File: config.mk
export PLATFORM = sky130hd
export DESIGN_NAME = usbc_bringup_seq
export DESIGN_NICKNAME = d
export VERILOG_FILES = /design/src/rtl/usbc_bringup_pkg.sv /design/src/rtl/usbc_wipe_ctr.sv /design/src/rtl/usbc_poll_timer.sv /design/src/rtl/usbc_step_decode.sv /design/src/rtl/usbc_bringup_seq.sv
export SDC_FILE = /design/constraint.sdc
export NUM_CORES = 1
export LEC_CHECK = 0
export BUFFER_PORTS_ARGS = -buffer_cell sky130_fd_sc_hd__clkbuf_2
export CAP_MARGIN = 0
export CORE_MARGIN = 3
export CORE_UTILIZATION = 50
export CTS_BUF_LIST = sky130_fd_sc_hd__clkbuf_8
export DETAILED_ROUTE_END_ITERATION = 8
export PLACE_DENSITY = 0.88
export SKIP_LAST_GASP = 1
export SYNTH_ARGS = -nofsm -noshare
export SYNTH_HDL_FRONTEND = slang
export SYNTH_SLANG_ARGS = --single-unit
File: constraint.sdc
create_clock -name clk -period 5.7 [get_ports clk]
set_clock_uncertainty 0.15 [all_clocks]
set_input_delay 1.14 -clock clk [delete_from_list [all_inputs] [get_ports clk]]
set_output_delay 1.14 -clock clk [all_outputs]
set_load 0.1 [all_outputs]
File: src/rtl/usbc_bringup_pkg.sv
package usbc_bringup_pkg;

    localparam int BUS_AW = 32;
    localparam int BUS_DW = 32;

    typedef enum logic [3:0] {
        ST_IDLE,
        ST_UNRESET,
        ST_POLL,
        ST_WIPE,
        ST_PHYMUX,
        ST_VBUS,
        ST_ENABLE,
        ST_PULLUP,
        ST_IRQEN,
        ST_READY,
        ST_FAULT
    } seq_state_e;

    typedef struct packed {
        logic              active;
        logic              we;
        logic [BUS_AW-1:0] addr;
        logic [BUS_DW-1:0] data;
    } bus_op_t;

endpackage

File: src/rtl/usbc_wipe_ctr.sv
module usbc_wipe_ctr #(
    parameter int WORDS = 1024,
    localparam int IDX_W = (WORDS > 1) ? $clog2(WORDS) : 1
) (
    input  logic             clk,
    input  logic             rst_n,
    input  logic             clear,
    input  logic             step,
    output logic [IDX_W-1:0] idx,
    output logic             last
);

    localparam logic [IDX_W-1:0] LAST_IDX = IDX_W'(WORDS - 1);

    always_ff @(posedge clk or negedge rst_n) begin
        if (!rst_n) begin
            idx <= '0;
        end else if (clear) begin
            idx <= '0;
        end else if (step && (idx != LAST_IDX)) begin
            idx <= idx + 1'b1;
        end
    end

    assign last = (idx == LAST_IDX);

endmodule

File: src/rtl/usbc_poll_timer.sv
module usbc_poll_timer #(
    parameter int LIMIT = 64,
    localparam int CW = $clog2(LIMIT + 1)
) (
    input  logic clk,
    input  logic rst_n,
    input  logic clear,
    input  logic tick,
    output logic expired
);

    logic [CW-1:0] cnt;

    always_ff @(posedge clk or negedge rst_n) begin
        if (!rst_n) begin
            cnt <= '0;
        end else if (clear) begin
            cnt <= '0;
        end else if (tick && (cnt != CW'(LIMIT))) begin
            cnt <= cnt + 1'b1;
        end
    end

    // High while the current read is the last one allowed.
    assign expired = (cnt >= CW'(LIMIT - 1));

endmodule

File: src/rtl/usbc_step_decode.sv
module usbc_step_decode
    import usbc_bringup_pkg::*;
#(
    parameter int              IDX_W        = 10,
    parameter logic [31:0]     RST_BASE     = 32'h4002_0000,
    parameter logic [31:0]     CLR_ALIAS    = 32'h0000_3000,
    parameter logic [31:0]     DONE_OFS     = 32'h0000_0008,
    parameter int              RST_BIT      = 28,
    parameter logic [31:0]     MEM_BASE     = 32'h5010_0000,
    parameter logic [31:0]     REG_BASE     = 32'h5011_0000,
    parameter logic [31:0]     MUX_OFS      = 32'h74,
    parameter logic [31:0]     PWR_OFS      = 32'h78,
    parameter logic [31:0]     MAIN_OFS     = 32'h40,
    parameter logic [31:0]     SIE_OFS      = 32'h4C,
    parameter logic [31:0]     INTE_OFS     = 32'h90,
    parameter logic [31:0]     MUX_VAL      = 32'h0000_0009,
    parameter logic [31:0]     PWR_VAL      = 32'h0000_000C,
    parameter logic [31:0]     MAIN_VAL     = 32'h0000_0001,
    parameter logic [31:0]     SIE_VAL      = 32'h2001_0000,
    parameter logic [31:0]     INTE_VAL     = 32'h0001_1010
) (
    input  seq_state_e       state,
    input  logic [IDX_W-1:0] wipe_idx,
    output bus_op_t          op
);

    always_comb begin
        op = '0;
        unique case (state)
            ST_UNRESET: begin
                op.active = 1'b1;
                op.we     = 1'b1;
                op.addr   = RST_BASE + CLR_ALIAS;
                op.data   = 32'd1 << RST_BIT;
            end
            ST_POLL: begin
                op.active = 1'b1;
                op.we     = 1'b0;
                op.addr   = RST_BASE + DONE_OFS;
            end
            ST_WIPE: begin
                op.active = 1'b1;
                op.we     = 1'b1;
                op.addr   = MEM_BASE + (32'(wipe_idx) << 2);
            end
            ST_PHYMUX: begin
                op.active = 1'b1;
                op.we     = 1'b1;
                op.addr   = REG_BASE + MUX_OFS;
                op.data   = MUX_VAL;
            end
            ST_VBUS: begin
                op.active = 1'b1;
                op.we     = 1'b1;
                op.addr   = REG_BASE + PWR_OFS;
                op.data   = PWR_VAL;
            end
            ST_ENABLE: begin
                op.active = 1'b1;
                op.we     = 1'b1;
                op.addr   = REG_BASE + MAIN_OFS;
                op.data   = MAIN_VAL;
            end
            ST_PULLUP: begin
                op.active = 1'b1;
                op.we     = 1'b1;
                op.addr   = REG_BASE + SIE_OFS;
                op.data   = SIE_VAL;
            end
            ST_IRQEN: begin
                op.active = 1'b1;
                op.we     = 1'b1;
                op.addr   = REG_BASE + INTE_OFS;
                op.data   = INTE_VAL;
            end
            default: op = '0;
        endcase
    end

endmodule

File: src/rtl/usbc_bringup_seq.sv
module usbc_bringup_seq
    import usbc_bringup_pkg::*;
#(
    parameter int          MEM_BYTES  = 4096,
    parameter int          POLL_LIMIT = 64,
    parameter int          RST_BIT    = 28,
    parameter logic [31:0] RST_BASE   = 32'h4002_0000,
    parameter logic [31:0] MEM_BASE   = 32'h5010_0000,
    parameter logic [31:0] REG_BASE   = 32'h5011_0000
) (
    input  logic        clk,
    input  logic        rst_n,
    input  logic        start,
    output logic        bus_req,
    output logic        bus_we,
    output logic [31:0] bus_addr,
    output logic [31:0] bus_wdata,
    input  logic        bus_ack,
    input  logic [31:0] bus_rdata,
    output logic        done,
    output logic        ready,
    output logic        error
);

    localparam int WORDS = MEM_BYTES / 4;
    localparam int IDX_W = (WORDS > 1) ? $clog2(WORDS) : 1;

    localparam logic [31:0] MUX_VAL  = (32'd1 << 0) | (32'd1 << 3);
    localparam logic [31:0] PWR_VAL  = (32'd1 << 2) | (32'd1 << 3);
    localparam logic [31:0] MAIN_VAL = (32'd1 << 0);
    localparam logic [31:0] SIE_VAL  = (32'd1 << 16) | (32'd1 << 29);
    localparam logic [31:0] INTE_VAL = (32'd1 << 16) | (32'd1 << 4) | (32'd1 << 12);

    seq_state_e       state_q, state_d;
    bus_op_t          op;
    logic [IDX_W-1:0] wipe_idx;
    logic             wipe_last;
    logic             poll_expired;
    logic             rst_seen;
    logic             done_q;

    assign rst_seen = bus_rdata[RST_BIT];

    usbc_wipe_ctr #(.WORDS(WORDS)) u_wipe (
        .clk   (clk),
        .rst_n (rst_n),
        .clear (state_q == ST_IDLE),
        .step  ((state_q == ST_WIPE) && bus_ack),
        .idx   (wipe_idx),
        .last  (wipe_last)
    );

    usbc_poll_timer #(.LIMIT(POLL_LIMIT)) u_poll (
        .clk     (clk),
        .rst_n   (rst_n),
        .clear   (state_q == ST_IDLE),
        .tick    ((state_q == ST_POLL) && bus_ack && !rst_seen),
        .expired (poll_expired)
    );

    usbc_step_decode #(
        .IDX_W    (IDX_W),
        .RST_BASE (RST_BASE),
        .RST_BIT  (RST_BIT),
        .MEM_BASE (MEM_BASE),
        .REG_BASE (REG_BASE),
        .MUX_VAL  (MUX_VAL),
        .PWR_VAL  (PWR_VAL),
        .MAIN_VAL (MAIN_VAL),
        .SIE_VAL  (SIE_VAL),
        .INTE_VAL (INTE_VAL)
    ) u_decode (
        .state    (state_q),
        .wipe_idx (wipe_idx),
        .op       (op)
    );

    // Next-state logic
    always_comb begin
        state_d = state_q;
        unique case (state_q)
            ST_IDLE:    if (start)   state_d = ST_UNRESET;
            ST_UNRESET: if (bus_ack) state_d = ST_POLL;
            ST_POLL: begin
                if (bus_ack) begin
                    if (rst_seen)          state_d = ST_WIPE;
                    else if (poll_expired) state_d = ST_FAULT;
                end
            end
            ST_WIPE:    if (bus_ack && wipe_last) state_d = ST_PHYMUX;
            ST_PHYMUX:  if (bus_ack) state_d = ST_VBUS;
            ST_VBUS:    if (bus_ack) state_d = ST_ENABLE;
            ST_ENABLE:  if (bus_ack) state_d = ST_PULLUP;
            ST_PULLUP:  if (bus_ack) state_d = ST_IRQEN;
            ST_IRQEN:   if (bus_ack) state_d = ST_READY;
            ST_READY:   state_d = ST_READY;
            ST_FAULT:   state_d = ST_FAULT;
            default:    state_d = ST_IDLE;
        endcase
    end

    // State register
    always_ff @(posedge clk or negedge rst_n) begin
        if (!rst_n) state_q <= ST_IDLE;
        else        state_q <= state_d;
    end

    // Registered outputs
    always_ff @(posedge clk or negedge rst_n) begin
        if (!rst_n) done_q <= 1'b0;
        else        done_q <= (state_q == ST_IRQEN) && bus_ack;
    end

    // Combinational outputs
    always_comb begin
        bus_req   = op.active;
        bus_we    = op.we;
        bus_addr  = op.addr;
        bus_wdata = op.data;
        done      = done_q;
        ready     = (state_q == ST_READY);
        error     = (state_q == ST_FAULT);
    end

    // an outstanding request is held unchanged until acknowledged
    assert_req_held_R11: assert property (@(posedge clk) disable iff (!rst_n)
        (bus_req && !bus_ack) |=> (bus_req && $stable(bus_addr) && $stable(bus_we) && $stable(bus_wdata)));

    // done lasts one cycle and coincides with ready
    assert_done_pulse_R12: assert property (@(posedge clk) disable iff (!rst_n)
        done |=> !done);
    assert_done_ready_R12: assert property (@(posedge clk) disable iff (!rst_n)
        done |-> ready);
    assert_ready_sticky_R12: assert property (@(posedge clk) disable iff (!rst_n)
        ready |=> (ready && !bus_req));
    assert_ready_after_ack_R10: assert property (@(posedge clk) disable iff (!rst_n)
        $rose(ready) |-> $past(bus_ack));

    // a timeout holds error and silences the bus
    assert_fault_sticky_R4: assert property (@(posedge clk) disable iff (!rst_n)
        error |=> (error && !ready && !bus_req));

endmodule

# Word-level counts from Yosys, hierarchy flattened
# Index checks and enable logic that the tools add are counted.
[totals]
register_bits = 22
in_bits = 36
output_inout_bits = 69
elab_cells = 61
[op_classes]
addsub = 3
order_cmp = 1
eq_ne = 23
n_mux = 18
reduce_logical = 12
[ops]
columns = ["op", "n"]
rows = [
  ["case mux 34 bit (8 select lines)", 1],
  ["case mux 30 bit (6 select lines)", 1],
  ["two-way mux 4 bit", 11],
  ["case mux 4 bit (11 select lines)", 1],
  ["adder 31 x 12 -> 32 bit, first input constant", 1],
  ["two-way mux 10 bit", 2],
  ["equality test 4 x 3 -> 1 bit, second input constant", 4],
  ["inequality test 2 bit, second input constant", 8],
  ["two-way mux 7 bit", 2],
  ["equality test 4 bit, second input constant", 3],
  ["adder 10 x 1 -> 10 bit, second input constant", 1],
  ["equality test 10 bit, second input constant", 1],
  ["inequality test 10 bit, second input constant", 1],
  ["AND reduction 10 bit", 1],
  ["equality test 4 x 2 -> 1 bit, second input constant", 2],
  ["adder 7 x 1 -> 7 bit, second input constant", 1],
  ["greater-or-equal comparator 7 x 6 -> 1 bit, second input constant", 1],
  ["logical AND 1 bit", 7],
  ["inequality test 7 bit, second input constant", 1],
  ["equality test 4 x 1 -> 1 bit, second input constant", 1],
  ["logical NOT 4 bit", 1],
  ["nonzero test 2 bit", 2],
  ["inequality test 3 bit, second input constant", 1],
  ["inequality test 2 x 1 -> 1 bit, second input constant", 1],
  ["logical NOT 1 bit", 1],
]

# Longest topological paths before layout
[depth]
depth_word = 6
mapped_depth = 6
mapped_depth_nobuf = 5

# Cells and area by module
# A second synthesis with hierarchy kept.
[unflattened]
hier_cells = 246
area_unflattened_um2 = 2010.7
[by_module_without_submodules]
columns = ["mod", "n_inst", "cells_each", "area_each_um2", "seq_area_each_um2"]
rows = [
  ["usbc_step_decode", 1, 94, 635.6, 0.0],
  ["usbc_wipe_ctr", 1, 57, 540.5, 250.2],
  ["usbc_bringup_seq", 1, 51, 424.2, 125.1],
  ["usbc_poll_timer", 1, 44, 410.4, 175.2],
]

# Worst setup path after synthesis
# Ideal clock, no wire load.
[synth_timing]
path_type = "reg2out"
from = "reg state_q[2]"
to = "out bus_addr[30]"
t_arrival_ns = 3.698
required_ns = 4.410
slack_ns = 0.712
path_stages_with_launch = 6
n_path_buf = 2
cell_sequence = "dfrtp_1 -> or2_2 -> clkbuf_1 -> a21oi_1 -> or3_1 -> buf_4"
[synth_via]
elab_chain_cells = 2
word_cells_on_any_way = 9
classes_between = "8 x eq/ne; 1 x mux"
[synth_rtl]
columns = ["item", "line_no", "text"]
rows = [
  ["from (decl)", "usbc_bringup_seq.sv:34", "seq_state_e state_q, state_d;"],
  ["from (signal assigned)", "usbc_bringup_seq.sv:105", "else state_q <= state_d;"],
  ["equality test 4 bit, or another cell as far along", "usbc_step_decode.sv:29", "unique case (state)"],
  ["case mux 34 bit (8 select lines) (*)", "usbc_step_decode.sv:29", ""],
  ["to (decl)", "usbc_bringup_seq.sv:16", "output logic [31:0] bus_addr,"],
]
# Mark *: on every way between the ends. The rest lies on a longest branch, timed or not.

# Final worst setup path
[layout_timing]
from = "reg state_q[2]"
to = "out bus_req"
[layout_via]
elab_chain_cells = 2
word_cells_on_any_way = 9
classes_between = "8 x eq/ne; 1 x mux"
[layout_rtl]
columns = ["item", "line_no", "text"]
rows = [
  ["equality test 4 bit, or another cell as far along", "usbc_step_decode.sv:29", ""],
  ["case mux 34 bit (8 select lines) (*)", "usbc_step_decode.sv:29", ""],
  ["to (decl)", "usbc_bringup_seq.sv:14", "output logic bus_req,"],
]
# Marks and branches as above.

==> metrics.cfg <==
[outcome]
outcome = finished, final reports clean

[drt]
drtPass1Iterations = 4
first_iter_violations = 170
post-route-drc-count = 0
wl_per_cell_um = 13.3
routed-wl-met3_um = 284
detailed_route_via_count = 1673
detailroute.wirelength.met2_mm = 1.99
antenna_left = 0
topRoutingLayerUsed = met4
routed_wirelength_mm = 4.08
met1_length_mm = 1.75
routed_via_density = 5.47

[worst_setup_path]
critPathTopFamily = simple AND/OR/NAND/NOR gates
cp_slowest_cell = dfrtp_1
worst-endpoint-required_ns = 4.41
cp_num_buf_inv = 3
critical_path_class = flip-flop to output pin
crit_arrival_ns = 2.40
crit_path_start_kind = flip-flop
worst-path-max-fanout = 16
cp-end-kind = output pin
critPathMaxStageDelay_ns = 0.67
cp_cell_sequence = inv_1, nand2_1, or3_1, inv_1, or3_1, clkbuf_2

[power_and_ir_drop]
power_per_cell_area_nw_per_um2 = 654
p_int_uw = 392
static_power_due_to_leakage_nw = 0.964
sw_frac_of_total_pct = 70.1
comb_power_share_pct = 71.1
share_clk_of_total_power_pct = 11.2
p_sw_uw = 917
vdd.ir_drop.worst_uv = 372
p_seq_share_pct = 17.7

[clocking]
cts_post_setup_buffers_inserted = 0
clock_path_buffers = 2
clockRootBuffer = clkbuf_8
cts_tree = built
clock_latency_ns = 0.26
ctsResizeCount = 0
cts.clk_slew.worst_paths_ns = 0.08
clkSinkCount = 22
post_cts_hold_buffer_count = 0
tritoncts.num_buffers = 3
cts.htree.levels = 1

[die]
design.core.area_um2 = 3520
dieHeight_um = 68.2
die-width_um = 68.2
rows = 21
io-pin-count = 105
area_of_the_die_um2 = 4650
floorplan.initialDensity_pct = 55.0

[sta]
rsz0062_at_grt = no
setup_viol = 0
maxSlewViolCount = 0
worst_slew_pin_slew_ns = 0.622
max_freq_mhz = 271
setup_slack_ns = 2.01
fin_crit_sh_pct = 64.8
setup-tns-final_ns = 0
max_transition_margin_pct = 58.5
final_hold_viols = 0
post-route-min-period_ns = 3.69

[cells_and_area]
num-nets-final = 300
post-route-cell-area_um2 = 2000
num_antenna_cells = 0
layout_commonest_cell = conb_1
final_cells = 306
layout.cells.most_common_list = conb_1, clkbuf_2, dfrtp_1
area.growth.synth_to_final_pct = 3.36
fraction_of_final_layout_cells_sized_beyond_drive_strength_1_pct = 18.1
utilization_of_the_core_after_routing_pct = 56.8

[synth]
synth_top_area_share_pct = 28.4
count_of_cell_types_in_the_netlist = 45
synth_enable_flop_cells = 0
yosys-top-cells-area = dfrtp_1, buf_4, a21oi_1
synth.ff_latch_count = 22
asyncSetResetFlopFracSynth_pct = 100
synthesis.area_per_instance_um2 = 8.17
yosys_most_used_dff = dfrtp_1
netlist_instances = 237
netlist_area_um2 = 1940
synth_seq_area_share_pct = 28.4
yosysWarningCount = 0
netlist.top_cell.by_area = dfrtp_1

[placed_design]
globalplace.congestion = 0.865
place_inst = 302
dp_hpwl_mm = 3.07
buffer_ports.inserted = 34
dpl_worst_slack_ns = 2.33
dpl-instance-area_um2 = 1930

[job]
max_cap_violations = 0

[grt]
maximum_number_of_pins_on_one_net_before_global_route_repair = 23
via_count_of_the_first_global_routing_pass = 1443
grt_first_pass_wirelength_mm = 6.60
global_route.overflow_total = 0
grt_antenna_before_repair = 0
track_usage_pct = 18.6

[hold_path]
hold_path_class = flip-flop to flip-flop

[layout make-up]
| type | instances | area (µm²) |
|---|---|---|
| well taps | 46 | 57.6 |
| fillers | 331 | 1520 |
| clock buffers | 3 | 41.3 |
| inverters | 11 | 41.3 |
| repair buffers | 35 | 178 |
| flip-flops and latches | 22 | 551 |
| multi-input cells | 188 | 1100 |
| clock inverters | 1 | 30.0 |
[power by group through the flow]
stage | combinational (mW) | sequential, mW | clock, mW
after CTS | 0.931 | 0.231 | 0.149
final | 0.930 | 0.232 | 0.147
after global routing | 0.970 | 0.238 | 0.158
after floorplan | 0.901 | 0.210 | 0
after global placement | 0.926 | 0.231 | 0
after detailed placement | 0.931 | 0.234 | 0
[Yosys cell counts (5+ instances only)]
master / n
o211ai_1: 5
dfrtp_1: 22
buf_4: 45
or3_1: 6
nor2_1: 18
mux2i_1: 5
and2_1: 7
inv_1: 11
nand3_1: 10
nand2_1: 15
o31ai_1: 5
o21ai_0: 11
a21oi_1: 15
nor4_1: 5
[final timing paths]
| check | startpoint | end | slack [ns] | depth (start not counted) |
|---|---|---|---|---|
| max in group asynchronous | rst_n | u_wipe.idx[0] | 4.32 | 1 |
| min | u_wipe.idx[9] | u_wipe.idx[9] | 0.41 | 1 |
| max reg2reg | state_q[1] | u_poll.cnt[2] | 3.55 | 4 |
| min reg2reg | u_wipe.idx[9] | u_wipe.idx[9] | 0.41 | 1 |
| max | state_q[2] | bus_req | 2.01 | 6 |
| min in group asynchronous | rst_n | u_poll.cnt[4] | 0.70 | 1 |
[sequential cells by signal (all words and copies together) (netlist names)]
signal / count
done: 1
state_q: 4
u_poll.cnt: 7
u_wipe.idx: 10
[routing by layer]
layer	global-route usage, %	up-vias
met4	6.20	0
met2	31.4	74
met1	24.3	793
li1	-	800
met3	2.46	6
met5	0	-
[kinds of logic after synthesis]
logic type	Yosys count	synth area share (%)
and+or+nand+nor	90	27.4
DFF	22	28.4
xor gates and xnor gates	4	1.81
muxes	5	2.59
buffers and inverters	65	22.0
AOI/OAI and AO/OA	47	15.6
adders and majority gates	3	1.94
other	1	0.194
[through the flow]
step                      hold WS, ns  total power, mW
after floorplan                 0.335             1.11
after global placement          0.363             1.16
after detailed placement        0.385             1.16
after CTS                       0.401             1.31
after global routing            0.435             1.37
final                           0.410             1.31
(Power assumes the default switching activity.)
